$ cat config.mk
export PLATFORM = sky130hd
export DESIGN_NAME = rect_fill_gen
export DESIGN_NICKNAME = d
export VERILOG_FILES = /design/src/rtl/rect_gen_pkg.sv /design/src/rtl/rect_scan_ctr.sv /design/src/rtl/rect_coord_out.sv /design/src/rtl/rect_fill_gen.sv
export SDC_FILE = /design/constraint.sdc
export NUM_CORES = 1
export LEC_CHECK = 0
export BUFFER_PORTS_ARGS = -buffer_cell sky130_fd_sc_hd__buf_2
export CAP_MARGIN = 30
export CORE_MARGIN = 2
export CORE_UTILIZATION = 25
export DETAILED_ROUTE_END_ITERATION = 16
export GPL_ROUTABILITY_DRIVEN = 0
export SLEW_MARGIN = 20
export SYNTH_ARGS = -nofsm -noshare
export SYNTH_HDL_FRONTEND = slang
export SYNTH_SLANG_ARGS = --single-unit
$ cat constraint.sdc
create_clock -name clk -period 3.3 [get_ports clk]
set_clock_uncertainty 0.05 [all_clocks]
set_input_delay 0.825 -clock clk [delete_from_list [all_inputs] [get_ports clk]]
set_output_delay 0.825 -clock clk [all_outputs]
set_load 0.03 [all_outputs]
$ cat src/rtl/rect_gen_pkg.sv
package rect_gen_pkg;
  typedef enum logic [0:0] {
    PH_IDLE = 1'b0,
    PH_RUN  = 1'b1
  } phase_e;
endpackage

$ cat src/rtl/rect_scan_ctr.sv
// Nested index pair: i1 sweeps the height, i0 steps once per i1 wrap.
module rect_scan_ctr #(
  parameter int DW = 8
) (
  input  logic          clk,
  input  logic          rst,
  input  logic          load,
  input  logic          step,
  input  logic          busy,
  input  logic [DW-1:0] lim_h,
  input  logic [DW-1:0] lim_w,
  output logic [DW-1:0] i0,
  output logic [DW-1:0] i1,
  output logic          last
);
  localparam logic [DW-1:0] ONE = DW'(1);

  logic inner_end;

  assign inner_end = (i1 == lim_h - ONE);
  assign last      = inner_end && (i0 == lim_w - ONE);

  always_ff @(posedge clk) begin
    if (rst || load) begin
      i0 <= '0;
      i1 <= '0;
    end else if (step) begin
      if (inner_end) begin
        i1 <= '0;
        i0 <= i0 + ONE;
      end else begin
        i1 <= i1 + ONE;
      end
    end
  end

  AST_IDX_BOUND: assert property (@(posedge clk) disable iff (rst)
    busy |-> (i1 < lim_h) && (i0 < lim_w));
endmodule

$ cat src/rtl/rect_coord_out.sv
// Output registers: base + offset on emit, hold otherwise.
module rect_coord_out #(
  parameter int CW = 10,
  parameter int DW = 8
) (
  input  logic          clk,
  input  logic          rst,
  input  logic          emit,
  input  logic [CW-1:0] base_x,
  input  logic [CW-1:0] base_y,
  input  logic [DW-1:0] off_x,
  input  logic [DW-1:0] off_y,
  output logic [CW-1:0] px,
  output logic [CW-1:0] py,
  output logic          vld
);
  always_ff @(posedge clk) begin
    if (rst) begin
      vld <= 1'b0;
      px  <= '0;
      py  <= '0;
    end else begin
      vld <= emit;
      if (emit) begin
        px <= base_x + CW'(off_x);
        py <= base_y + CW'(off_y);
      end
    end
  end

  AST_HOLD_IDLE: assert property (@(posedge clk) disable iff (rst)
    !emit |=> $stable(px) && $stable(py));
endmodule

$ cat src/rtl/rect_fill_gen.sv
module rect_fill_gen #(
  parameter int CW = 10,
  parameter int DW = 8
) (
  input  logic          clk,
  input  logic          rst,
  input  logic          start,
  input  logic [CW-1:0] start_x,
  input  logic [CW-1:0] start_y,
  input  logic [DW-1:0] height,
  input  logic [DW-1:0] width,
  output logic          ready,
  output logic          valid,
  output logic [CW-1:0] pos_x,
  output logic [CW-1:0] pos_y,
  output logic          done
);
  import rect_gen_pkg::*;

  phase_e        phase;
  logic [CW-1:0] cap_x, cap_y;
  logic [DW-1:0] cap_h, cap_w;
  logic [DW-1:0] idx0, idx1;
  logic          accept, empty_in, emit, last_pair;

  assign accept   = start && ready;
  assign empty_in = (height == '0) || (width == '0);
  assign emit     = (phase == PH_RUN);

  always_ff @(posedge clk) begin
    if (rst) begin
      phase <= PH_IDLE;
      ready <= 1'b1;
      done  <= 1'b0;
      cap_x <= '0;
      cap_y <= '0;
      cap_h <= '0;
      cap_w <= '0;
    end else begin
      case (phase)
        PH_IDLE: begin
          if (accept) begin
            cap_x <= start_x;
            cap_y <= start_y;
            cap_h <= height;
            cap_w <= width;
            if (empty_in) begin
              done <= 1'b1;
            end else begin
              phase <= PH_RUN;
              ready <= 1'b0;
              done  <= 1'b0;
            end
          end
        end
        PH_RUN: begin
          if (last_pair) begin
            phase <= PH_IDLE;
            ready <= 1'b1;
            done  <= 1'b1;
          end
        end
        default: phase <= PH_IDLE;
      endcase
    end
  end

  rect_scan_ctr #(.DW(DW)) u_scan (
    .clk   (clk),
    .rst   (rst),
    .load  (accept),
    .step  (emit),
    .busy  (emit),
    .lim_h (cap_h),
    .lim_w (cap_w),
    .i0    (idx0),
    .i1    (idx1),
    .last  (last_pair)
  );

  rect_coord_out #(.CW(CW), .DW(DW)) u_out (
    .clk    (clk),
    .rst    (rst),
    .emit   (emit),
    .base_x (cap_x),
    .base_y (cap_y),
    .off_x  (idx1),
    .off_y  (idx0),
    .px     (pos_x),
    .py     (pos_y),
    .vld    (valid)
  );

  AST_READY_AFTER_RST: assert property (@(posedge clk) disable iff (rst)
    $past(rst) |-> ready && !valid && !done);
  AST_BUSY_LOW: assert property (@(posedge clk) disable iff (rst)
    accept && !empty_in |=> !ready && !valid);
  AST_CAP_STABLE: assert property (@(posedge clk) disable iff (rst)
    !ready |=> $stable(cap_x) && $stable(cap_y) && $stable(cap_h) && $stable(cap_w));
  AST_DONE_IDLE: assert property (@(posedge clk) disable iff (rst)
    done |-> ready);
  AST_LAST_DONE: assert property (@(posedge clk) disable iff (rst)
    valid && ready |-> done);
  AST_EMPTY_RUN: assert property (@(posedge clk) disable iff (rst)
    accept && empty_in |=> done && ready && !valid);
endmodule

==> reports/results.txt <==
Outcome: finished, final reports clean
Ports: 62
Reg clk slew, reported paths: 0.06 ns
Placed wire-length estimate: 8.11 mm
Worst Reg-to-Reg Cells: 8
Initial drt markers: 199
CP arrival: 3.03 ns
Core area: 0.0160 mm^2
Yosys cell types: 53
CP delay by family, top: simple AND/OR/NAND/NOR gates
DR DRC count: 0
Worst path max stage delay: 0.51 ns
FMAX: 0.351 GHz
Min Clock Period, post-route: 2.85 ns
Largest net degree at the start of global routing: 40
Routed wire length: 11.2 mm
Setup TNS: 0 ns
Vias per cell: 4.80
Sequential area share after synthesis: 36.9%
P_leak: 0.00198 uW
Post-CTS sizing: 0
Vias in the first global route: 3528
GRT overflow: 0
Gr usage total: 13.0%
Critical Path RT: 3.48 ns
Area grow syn2layout: 21.4%
Yosys top cell area share: 36.9%
Antenna-violating nets left: 0
Die Area: 0.0175 mm^2
Synthesized area: 0.00412 mm^2
Post-synth top area cell: dfxtp_1
Worst Hold Path Cells: 2
Initial antenna violation count: 0
Die height: 132 um
Max FO, Critical Path: 15
CP max-delay cell: nor3_4
Flop2flop setup slack: 0.45 ns
#FFs+latches synth: 76
Syn Nets: 576
# rows: 46
Cts hold-fix bufs: 0
Hold path startpoint: cap_x[0]
Worst slew pin tran: 0.748 ns
Maximum vdd ir drop: 220 uV
Crit path buf inv count: 1
CTS tree: done
Fin. Hold Viols: 0
Worst-Skew Late Latency: 0.34 ns
Slew headroom: 50.1%
Ys async rst share: 0%
Syn avg cell area: 8.01 um^2
Clock sinks: 76
Top FF cell, synth: dfxtp_1
Antenna diodes: 0
Critical path, cell by cell: inv_1 -> ha_1 -> or3b_1 -> or4_4 -> and4bb_1 -> nor3_4 -> nor4_1 -> o311a_1
Wirelength per Cell: 14.2 um
Layout cells sized above 1: 16.0%
Post-route cell area: 0.00500 mm^2
Area post-placement: 0.00467 mm^2
FF-to-FF End: done
Slew Limit Fails: 0
Reg2Reg Launch Point: cap_h[0]
Final core occ: 31.3%
First-pass DRT Iterations: 5
Setup CP Type: flop to flop
Width of the die: 132 um
Setup crit end kind: flop
Ratio of final minimum period to clock period: 86.4%
Post-synth EDFFs: 0
Yosys warns: 0
Hold endpoint: cap_x[0]
Initial core utilization: 25.8%
Max clock buf depth: 2
Setup bufs post-CTS: 0
Fillers: 1744
RSZ-0062 raised after global routing: no
Cells after Synth: 515
Startpoint Class: flop
Cts bufs inserted: 9
Power Dens Cells: 504 mW/mm^2
First-pass GRT wire length: 18.3 mm
Main area contributors after synthesis: dfxtp_1 37%, nand2_1 9.3%, a21oi_1 6.9%
Maxcap violations: 0
Nets@finish: 632
Vias post-DR: 3800
H-tree depth: 3
Hold WC Path Type: flop to flop
Count of port buffers added during placement: 61
# setup viols final: 0
Clk root buf: clkbuf_16
power breakdown:
| part | internal, uW | switching, uW | total, uW |
|---|---|---|---|
| Combinational | 151 | 244 | 395 |
| Sequential | 966 | 45.9 | 1010 |
| Clock | 724 | 389 | 1110 |
| Total | 1840 | 679 | 2520 |
cell usage in the layout, fill, tap and decap left out, types with 5 or more instances in the layout:
master     synthesis  routed
o31ai_1            6       6
mux2i_1            8       8
inv_1             23      23
nor3_1            20      20
a211oi_1           5       5
o211ai_1           6       6
clkbuf_16          0       9
nor2_1            26      25
nand4_1            5       5
nand2b_1           5       5
nor4_1            10      10
buf_4              0      11
nand3_1           13      13
dfxtp_1           76      76
ha_1              20      20
xnor2_1           13      13
a21oi_1           57      57
buf_2              1      61
o21ai_0           10      10
nand2_1          102     102
and3_1             6       6
xor2_1            16      16
o311ai_0           6       6
kinds of logic after synthesis:
kind of cell	count (synthesis)	synth area share, %
xor+xnor	29	6.16
simple gates	212	24.6
compound gates	118	18.4
mux	8	1.94
buf+inv	50	4.95
fa+ha+maj	22	7.04
flops	76	36.9
flip-flops by register name, indices dropped and copies added, names as in the netlist:
register / count
cap_h: 8
done: 1
cap_w: 8
cap_x: 10
emit: 1
cap_y: 10
u_scan.i0: 8
u_out.py: 10
u_out.px: 10
u_scan.i1: 8
u_out.vld: 1
ready: 1
layout make-up:
type / instances / area, um^2 / area share [%]
clock inverter: 3 / 67.6 / 1.35
tap: 216 / 270 / 5.40
timing repair buffer: 72 / 388 / 7.75
clock buffer: 13 / 270 / 5.40
sequential: 76 / 1520 / 30.4
inverter: 23 / 86.3 / 1.73
multi-input combinational: 389 / 2400 / 48.0
worst max path at each step:
stage               depth (start not counted)  startpoint  slack [ns]  endpoint
CTS                                         8    cap_h[0]        0.45      done
global route                                8    cap_h[0]        0.29      done
finish                                      8    cap_h[0]        0.45      done
detailed placement                          8    cap_h[0]        0.46      done
floorplan                                   8    cap_h[0]        0.84      done
global placement                            8    cap_h[0]        0.52      done
metrics by stage:
step / power (uW) / setup WS [ns] / std cells / hold WS (ns)
finish: 2520 / 0.450 / 792 / 0.414
global route: 2640 / 0.290 / 792 / 0.441
CTS: 2550 / 0.455 / 792 / 0.415
detailed placement: 1430 / 0.465 / 776 / 0.404
global placement: 1420 / 0.516 / 776 / 0.398
floorplan: 1300 / 0.836 / 515 / 0.391
synth_stat cells (2+ instances only):
master	number
o21a_1	2
o311ai_0	6
a21oi_1	57
nor4b_1	4
nand3_1	13
a311o_1	2
a21o_1	3
a211oi_1	5
mux2i_1	8
nand4_1	5
or3_1	2
nor2b_1	4
o21ai_0	10
nand3b_1	3
o211ai_1	6
fa_1	2
xor2_1	16
nor2_1	26
inv_1	23
nor3_1	20
and4_1	2
o2111ai_1	2
and3_1	6
a2111oi_0	4
dfxtp_1	76
clkbuf_1	23
o31ai_1	6
o41ai_1	3
o311ai_1	2
nor4_1	10
a41oi_1	2
ha_1	20
buf_6	2
nand2_1	102
a211o_1	2
or4_1	3
xnor2_1	13
nand2b_1	5
per-layer routing:
layer,vias to the layer above,global-route usage [%],share of wire (%)
met3,17,2.18,3.1
li1,1949,-,-
met5,-,0,0
met4,0,5.68,1.7
met2,78,19.9,45
met1,1756,17.9,50
worst min-delay path, delay by kind of cell, from the launching register on:
family	cells	cell delay, ns
simple gates	1	0.05
flops	1	0.31
compound gates	1	0.05
(Power assumes the default switching activity.)
